[config.mk]
export PLATFORM = sky130hd
export DESIGN_NAME = edo_ctrl
export DESIGN_NICKNAME = d
export VERILOG_FILES = /design/src/rtl/edo_ctrl.sv
export SDC_FILE = /design/constraint.sdc
export NUM_CORES = 1
export LEC_CHECK = 0
export ABC_AREA = 1
export ABC_CLOCK_PERIOD_IN_PS = 2100
export BUFFER_PORTS_ARGS = -buffer_cell sky130_fd_sc_hd__clkbuf_2
export CORE_ASPECT_RATIO = 0.75
export CORE_MARGIN = 3
export CORE_UTILIZATION = 50
export DETAILED_ROUTE_END_ITERATION = 7
export PLACE_DENSITY = 0.85
export SLEW_MARGIN = 20
export SYNTH_ARGS = -nofsm -noshare
export SYNTH_HDL_FRONTEND = slang
export SYNTH_SLANG_ARGS = --single-unit
[constraint.sdc]
create_clock -name clk -period 2.1 [get_ports clk]
set_input_delay 0.21 -clock clk [delete_from_list [all_inputs] [get_ports clk]]
set_output_delay 0.21 -clock clk [all_outputs]
set_load 0.03 [all_outputs]
[src/rtl/edo_ctrl.sv]
module edo_ctrl #(
  parameter int ROW_W        = 12,
  parameter int COL_W        = 10,
  parameter int DQ_W         = 16,
  parameter int T_RCD        = 2,
  parameter int T_CAS        = 2,
  parameter int T_CAP        = 3,
  parameter int T_RP         = 2,
  parameter int T_RREF       = 4,
  parameter int REF_INTERVAL = 3120
) (
  input  logic               clk,
  input  logic               rst_n,
  input  logic               req_valid,
  output logic               req_ready,
  input  logic               req_we,
  input  logic [ROW_W+COL_W-1:0] req_addr,
  input  logic [DQ_W-1:0]    req_wdata,
  input  logic [DQ_W/8-1:0]  req_be,
  output logic               rd_valid,
  output logic [DQ_W-1:0]    rd_data,
  output logic               dram_ras_n,
  output logic               dram_lcas_n,
  output logic               dram_ucas_n,
  output logic               dram_we_n,
  output logic               dram_oe_n,
  output logic [ROW_W-1:0]   dram_addr,
  output logic [DQ_W-1:0]    dram_dq_out,
  output logic               dram_dq_oe,
  input  logic [DQ_W-1:0]    dram_dq_in
);
  localparam int AW = ROW_W + COL_W;
  localparam int BW = DQ_W / 8;
  localparam int CW = $clog2(T_RCD + T_CAS + T_CAP + T_RP + T_RREF + 2);
  localparam int RW = $clog2(REF_INTERVAL);

  typedef enum logic [3:0] {
    S_IDLE, S_PRE, S_ACT, S_COL, S_CASL, S_HOLD, S_OPEN, S_RCAS, S_RREF
  } st_t;

  st_t              st;
  logic [CW-1:0]    cnt;
  logic [RW-1:0]    ref_cnt;
  logic             ref_pend, have_req, q_we;
  logic [ROW_W-1:0] q_row, open_row;
  logic [COL_W-1:0] q_col;
  logic [DQ_W-1:0]  q_wdata;
  logic [BW-1:0]    q_be;

  wire accept   = req_valid && req_ready;
  wire ref_exp  = ref_cnt == RW'(REF_INTERVAL - 1);
  wire ref_go   = ref_pend && (st == S_IDLE || (st == S_PRE && cnt == CW'(T_RP - 1)));
  wire row_hit  = req_addr[AW-1:COL_W] == open_row;
  wire in_col   = st == S_COL || st == S_CASL;
  wire ref_cas  = st == S_RCAS || st == S_RREF;

  assign req_ready   = (st == S_IDLE || st == S_OPEN) && !ref_pend;
  assign dram_ras_n  = !(st inside {S_ACT, S_COL, S_CASL, S_HOLD, S_OPEN, S_RREF});
  assign dram_lcas_n = !((st == S_CASL && q_be[0]) || ref_cas);
  assign dram_ucas_n = !((st == S_CASL && q_be[BW-1]) || ref_cas);
  assign dram_we_n   = !(q_we && in_col);
  assign dram_oe_n   = !(!q_we && (in_col || st == S_HOLD));
  assign dram_addr   = (st == S_ACT) ? q_row : ROW_W'(q_col);
  assign dram_dq_out = q_wdata;
  assign dram_dq_oe  = q_we && in_col;

  always_ff @(posedge clk) begin
    if (!rst_n) begin
      st <= S_IDLE; cnt <= '0; ref_cnt <= '0; ref_pend <= 1'b0;
      have_req <= 1'b0; q_we <= 1'b0; q_row <= '0; q_col <= '0;
      q_wdata <= '0; q_be <= '0; open_row <= '0;
      rd_valid <= 1'b0; rd_data <= '0;
    end else begin
      rd_valid <= 1'b0;
      ref_cnt  <= ref_exp ? '0 : ref_cnt + 1'b1;
      ref_pend <= ref_exp || (ref_pend && !ref_go);
      if (accept) begin
        q_we <= req_we; q_row <= req_addr[AW-1:COL_W]; q_col <= req_addr[COL_W-1:0];
        q_wdata <= req_wdata; q_be <= req_be; have_req <= 1'b1;
      end
      case (st)
        S_IDLE: begin
          cnt <= '0;
          if (ref_pend) st <= S_RCAS;
          else if (accept) st <= S_ACT;
        end
        S_OPEN: begin
          cnt <= '0;
          if (ref_pend) st <= S_PRE;
          else if (accept) st <= row_hit ? S_COL : S_PRE;
        end
        S_PRE: begin
          cnt <= cnt + 1'b1;
          if (cnt == CW'(T_RP - 1)) begin
            cnt <= '0;
            st  <= ref_pend ? S_RCAS : (have_req ? S_ACT : S_IDLE);
          end
        end
        S_ACT: begin
          open_row <= q_row;
          cnt <= cnt + 1'b1;
          if (cnt == CW'(T_RCD - 1)) begin cnt <= '0; st <= S_COL; end
        end
        S_COL: begin cnt <= '0; st <= S_CASL; end
        S_CASL: begin
          cnt <= cnt + 1'b1;
          if (cnt == CW'(T_CAS - 1)) begin
            if (q_we) begin st <= S_OPEN; have_req <= 1'b0; end
            else if (T_CAP == T_CAS) begin
              st <= S_OPEN; have_req <= 1'b0; rd_data <= dram_dq_in; rd_valid <= 1'b1;
            end else st <= S_HOLD;
          end
        end
        S_HOLD: begin
          cnt <= cnt + 1'b1;
          if (cnt == CW'(T_CAP - 1)) begin
            st <= S_OPEN; have_req <= 1'b0; rd_data <= dram_dq_in; rd_valid <= 1'b1;
          end
        end
        S_RCAS: begin cnt <= '0; st <= S_RREF; end
        S_RREF: begin
          cnt <= cnt + 1'b1;
          if (cnt == CW'(T_RREF - 1)) begin cnt <= '0; st <= S_PRE; end
        end
        default: st <= S_IDLE;
      endcase
    end
  end

  logic [CW-1:0] ras_hi;
  always_ff @(posedge clk) begin
    if (!rst_n) ras_hi <= CW'(T_RP);
    else if (!dram_ras_n) ras_hi <= '0;
    else if (ras_hi != '1) ras_hi <= ras_hi + 1'b1;
  end

  wire cas_all_hi = dram_lcas_n && dram_ucas_n;

  p_precharge_r7: assert property (@(posedge clk) disable iff (!rst_n)
    $fell(dram_ras_n) |-> ras_hi >= CW'(T_RP));
  p_early_write_r5: assert property (@(posedge clk) disable iff (!rst_n)
    $fell(cas_all_hi) && !dram_we_n |-> $past(!dram_we_n));
  p_drive_write_r5: assert property (@(posedge clk) disable iff (!rst_n)
    dram_dq_oe |-> dram_oe_n);
  p_cbr_order_r4: assert property (@(posedge clk) disable iff (!rst_n)
    $fell(dram_ras_n) && !dram_lcas_n |-> $past(!dram_lcas_n && !dram_ucas_n) && dram_we_n);
  p_capture_oe_r8: assert property (@(posedge clk) disable iff (!rst_n)
    rd_valid |-> $past(!dram_oe_n));
  p_rd_pulse_r8: assert property (@(posedge clk) disable iff (!rst_n)
    rd_valid |=> !rd_valid);
  p_no_accept_in_ref_r9: assert property (@(posedge clk) disable iff (!rst_n)
    !dram_lcas_n && !dram_ucas_n && dram_ras_n |-> !req_ready);
endmodule

==> results.yml, run 1 <==
clocking:
  cts_buffers: 9
  clk_latency_ps: 350
  clkTransAtPathRegs_ps: 80
  cts_hold_buf: 0
  numClockSinks: 92
  root_buffer: "clkbuf_8"
  cts_max_level: 3
  cts_tree: "yes"
  cts_buffer_depth: 2
setup_path:
  timing.critical_path.fanout_max: 12
  path_cells: "inv_2 -> nor2_8 -> nand2_4 -> nand2_4 -> inv_4 -> nor2_8 -> buf_4 -> clkbuf_2"
  slowest_stage: "dfxtp_1"
  crit_type: "reg2out"
  startpoint_type: "flop"
  required_ps: 1890
  cp-end-kind: "primary output"
  arrival_ps: 1790
  cpPeakStageDelay_ps: 440
power_and_ir_drop:
  p_leak_nw: 2.23
  irDropWorstVdd_mv: 0.552
  power_density_nw_per_um2: 1060
  finalPower_mw: 5.25
placed_design:
  gp_congestion: 0.886
  io_buffers: 111
  placedInstanceArea_um2: 4710
  dp.cells: 761
  hpwlAfterDp_mm: 7.55
synth:
  synth-warning-count: 0
  synth_seq_area_share: 0.448
  synthCells: 567
  yosysUniqueCellTypes: 37
  syn-num-nets: 631
  yosysTopAreaCell: "dfxtp_1"
  synth_top_area_share: 0.448
  syn_avg_cell_area_um2: 7.26
  ys_top_cells_by_area: "dfxtp_1, nand2_1, a21oi_1"
  synth_seq_cells: 92
  synth.cell_area_um2: 4110
routing:
  vias_per_cell: 5.16
  drt-pass1-iter-count: 4
  wl_per_cell_um: 13.4
  drc: 0
  drtIter0Drc: 231
  via_count: 4012
  drt_wl_total_mm: 10.5
  antenna_left: 0
final_layout:
  antenna_cells: 0
  fin_nets: 736
  drive_gt1_frac: 0.238
  final_area_um2: 4950
  seq_area_um2: 1840
  multi_input_area_um2: 1900
  nFillCells: 640
  area_delta_synth_final_pct: 20.4
  fin_cells: 778
floorplan:
  die_h_um: 84.6
  placementRows: 27
  dieArea_um2: 9360
  die_width_um: 111
  initial_core_util: 0.536
  io_pins: 112
  core_area_um2: 7670
hold_path:
  hold_path.class: "in2reg"
timing:
  fin_crit_ps: 2000
  slew_viol_final: 0
  finClkSkew_ps: 9.85
  tightest_slew_ps: 557
  finalSetupViolCount: 0
  fmax_mhz: 501
  rsz0062_at_grt: "false"
  hold_viol: 0
  min_period_over_period: 0.950
  maxSlewHeadroom: 0.628
  fin_setup_tns_ps: 0
grt:
  grt_pass1_vias: 3786
  grt_max_degree: 56
  antenna_found_initial: 0
  grt_pass1_wl_mm: 17.3
  track_usage: 0.220
  grt-ovfl-total: 0
run_status:
  outcome: "completed"
job:
  drv_cap: 0
-- layout by cell type (no fill, tap or decap), types with 3 or more instances in the layout --
master | Yosys | final
clkbuf_2 | 0 | 107
clkbuf_8 | 0 | 10
nor3_1 | 5 | 5
xor2_1 | 6 | 6
nand2_1 | 127 | 127
a21oi_1 | 66 | 66
nand3_2 | 8 | 8
buf_4 | 1 | 8
nor2_4 | 3 | 3
ha_1 | 4 | 4
nor2_1 | 66 | 65
nand3_1 | 30 | 30
o21ai_0 | 33 | 33
inv_1 | 58 | 58
nor4_1 | 3 | 3
inv_2 | 3 | 3
or2_2 | 3 | 3
dfxtp_1 | 92 | 91
nand2_4 | 3 | 3
o21ai_1 | 10 | 10
nand4_1 | 6 | 6
-- synth_stat cells (all sizes together) --
| library cell | count |
|---|---|
| a221oi | 1 |
| or2 | 3 |
| nand3b | 2 |
| and3 | 1 |
| xnor2 | 1 |
| o211ai | 1 |
| clkinv | 1 |
| clkbuf | 13 |
| a31o | 1 |
| xor2 | 6 |
| nor2 | 72 |
| nand2 | 131 |
| a31oi | 1 |
| nor3 | 5 |
| nand3 | 38 |
| a21oi | 66 |
| nor4 | 3 |
| o21ai | 43 |
| buf | 12 |
| ha | 4 |
| o21a | 2 |
| inv | 62 |
| dfxtp | 92 |
| nand4 | 6 |
-- repair_timing --
action                     CTS  global route
gates resized for setup      1             8
setup endpoints to repair    1            11
pin swaps                    0             1
buffers inserted             0             1
-- worst paths after layout --
kind / from / endpoint / slack [ps] / depth (start not counted)
worst max-delay path: st[2] / req_ready / 100 / 8
worst min-delay path: dram_dq_in[15] / rd_data[15] / 80 / 3
worst max register to register: st[2] / q_col[1] / 280 / 9
worst min register to register: ref_cnt[0] / ref_cnt[0] / 450 / 1
-- sequential cells by signal, indices dropped and copies added (netlist names), 2 cells and up --
register / cells
dram_dq_out: 16
rd_data: 16
open_row: 12
q_row: 12
ref_cnt: 12
q_col: 10
cnt: 4
st: 4
q_be: 2
-- metrics by stage --
stage | worst slack [ps] | utilization | hold slack [ps]
floorplan | 224 | - | 345
detailed placement | 315 | 0.615 | 441
global placement | 356 | 0.615 | 429
global route | 1.41 | 0.646 | 81.3
finish | 104 | 0.646 | 82.5
CTS | 0.639 | 0.643 | 75.6
-- power by group --
group,internal [mW],switching [mW]
Combinational,0.560,1.29
Sequential,1.97,0.131
Clock,0.703,0.600
Total,3.23,2.02
-- logic make-up (layout without fill, tap and decap cells) --
group	Yosys count	count (layout)	synth area share
AND/OR/NAND/NOR	261	261	0.291
AO/OA/AOI/OAI	115	115	0.144
flip-flops	92	92	0.448
buffers and inverters	88	198	0.0906
XOR/XNOR	7	7	0.0149
adder cells (fa/ha/maj)	4	4	0.0122
-- worst max-delay path: cells and delay by family (launching register included) --
family	cells	cell delay, ps
buffers and inverters	4	610
flip-flops	1	440
AND/OR/NAND/NOR	4	380
-- layer usage --
| metal | track usage | routed length [µm] |
|---|---|---|
| met3 | 0.0447 | 507 |
| met5 | 0 | 0 |
| met4 | 0.0638 | 177 |
| met2 | 0.380 | 5010 |
| met1 | 0.280 | 4760 |
-- final cells by class --
class	instances	area share
Multi-Input combinational cell	387	0.384
Sequential cell	92	0.372
Timing Repair Buffer	119	0.126
Inverter	63	0.0483
Clock buffer	12	0.0293
Tap cell	101	0.0255
Clock inverter	4	0.0147
Note: power is estimated with default switching activity, not from simulation.
==> inputs of run 2 (changes only) <==
Settings changed: CAP_MARGIN from default to 10, CORE_UTILIZATION 50 to 52, PLACE_DENSITY 0.85 to 0.87.
==> results.yml, run 2 (synthesis gave the netlist of run 1 again) <==
run_status:
  outcome: "completed"
setup_path:
  startpoint_type: "flop"
  r2r_end: "q_col[1]"
  slowest_stage: "dfxtp_1"
  path_buf_inv: 3
  cp-end-kind: "primary output"
  cp_top_family: "simple AND/OR/NAND/NOR gates"
  cpPeakStageDelay_ps: 390
  arrival_ps: 1790
  timing.critical_path.fanout_max: 13
  path_cells: "nor2_2 -> nand2_2 -> nand2_4 -> inv_4 -> nor2_8 -> buf_4 -> clkbuf_2"
  r2r_setup_slack_ps: 340
  required_ps: 1890
  crit_type: "reg2out"
  r2r-start: "st[0]"
  reg2reg_depth: 8
final_layout:
  area_delta_synth_final_pct: 19.7
  fin_cells: 780
  final_common_cell: "nand2_1"
  drive_gt1_frac: 0.244
  finish.utilization: 0.656
  final_area_um2: 4920
  antenna_cells: 0
  nFillCells: 678
  layout_common_cells: "nand2_1, clkbuf_2, dfxtp_1"
  fin_nets: 738
grt:
  grt_pass1_vias: 3857
  grt_max_degree: 56
  grt-ovfl-total: 0
  antenna_found_initial: 0
  track_usage: 0.229
  grt_pass1_wl_mm: 17.1
placed_design:
  pre_cts_ws_ps: 339
  gp_congestion: 0.959
  hpwlAfterDp_mm: 7.56
  io_buffers: 111
  dp.cells: 762
  placedInstanceArea_um2: 4720
routing:
  antenna_left: 0
  via_count: 4054
  wl_per_cell_um: 13.0
  drc: 0
  drt-pass1-iter-count: 5
  drtIter0Drc: 267
  vias_per_cell: 5.20
  drt_wl_total_mm: 10.2
timing:
  min_period_over_period: 0.950
  rsz0062_at_grt: "false"
  fmax_mhz: 501
  fin_hold_ws_ps: 79.8
  hold_viol: 0
  worst_slack_ps: 104
  tightest_slew_ps: 543
  finalSetupViolCount: 0
  fin_crit_ps: 2000
  maxSlewHeadroom: 0.638
  finClkSkew_ps: 11.2
  slew_viol_final: 0
  fin_setup_tns_ps: 0
clocking:
  cts_buffer_depth: 2
  cts_buffers: 9
  cts_tree: "yes"
  clk_latency_ps: 350
  clkTransAtPathRegs_ps: 90
  cts_max_level: 3
  cts_hold_buf: 0
  numClockSinks: 92
  root_buffer: "clkbuf_8"
hold_path:
  hp-start: "dram_dq_in[5]"
  hold_path_depth: 3
  hold_path.class: "in2reg"
  min_delay_worst_endpoint: "rd_data[5]"
floorplan:
  io_pins: 112
  die_width_um: 109
  placementRows: 27
  die_h_um: 83.0
  initial_core_util: 0.549
  core_area_um2: 7500
  dieArea_um2: 9030
power_and_ir_drop:
  power_density_nw_per_um2: 1010
  finalPower_mw: 4.99
  irDropWorstVdd_mv: 0.510
  p_leak_nw: 2.22
job:
  drv_cap: 0
==> run 2: cell count changes in the layout (fill, tap and decap cells not counted), sizes merged <==
cell      before  now
clkinvlp       1    2
inv           62   63
clkbuf       120  115
buf           11   15
bufinv         2    0
clkinv         2    5
==> run 2: routing by layer <==
layer | vias up | wire length, µm | global-route usage
li1 | 2040 | - | -
met1 | 1879 | 4550 | 0.290
met2 | 126 | 4930 | 0.385
met3 | 9 | 598 | 0.0653
met4 | 0 | 87 | 0.0539
met5 | - | 0 | 0
==> run 2: worst max path at each step <==
| stage | startpoint | end | depth (start not counted) |
|---|---|---|---|
| 3_3_place_gp | st[1] | q_col[2] | 8 |
| 2_1_floorplan | st[3] | dram_addr[0] | 5 |
| 6_report | st[0] | req_ready | 7 |
| 4_1_cts | st[3] | dram_addr[1] | 7 |
| 3_5_place_dp | st[1] | q_col[2] | 8 |
| 5_1_grt | st[0] | req_ready | 7 |
==> run 2: worst register-to-register path, delay by kind of cell (launching register included) <==
| family | cells | cell delay, ps |
|---|---|---|
| AO/OA/AOI/OAI | 2 | 360 |
| buffers and inverters | 1 | 50 |
| flip-flops | 1 | 390 |
| AND/OR/NAND/NOR | 5 | 820 |
==> run 2: what timing repair did <==
action                                  4_1_cts  5_1_grt
endpoints found under the setup margin        2       11
resized for setup                             1        9
buffers inserted                              0        2
pin swaps                                     0        1
==> run 2: final cells by class <==
cell class	instances	area (µm²)	share of cell area
clock inverters	7	51.3	0.0104
well taps	101	126	0.0257
inverters	63	239	0.0485
repair buffers	121	637	0.129
clock buffers	9	124	0.0252
multi-input cells	387	1900	0.386
flip-flops and latches	92	1840	0.375
==> run 2: power by group <==
group | leakage, nW | switching, mW | internal, mW | total, mW
clock network | 0.0856 | 0.623 | 0.434 | 1.06
logic | 1.39 | 1.27 | 0.560 | 1.83
registers | 0.751 | 0.134 | 1.97 | 2.10
total | 2.22 | 2.03 | 2.96 | 4.99
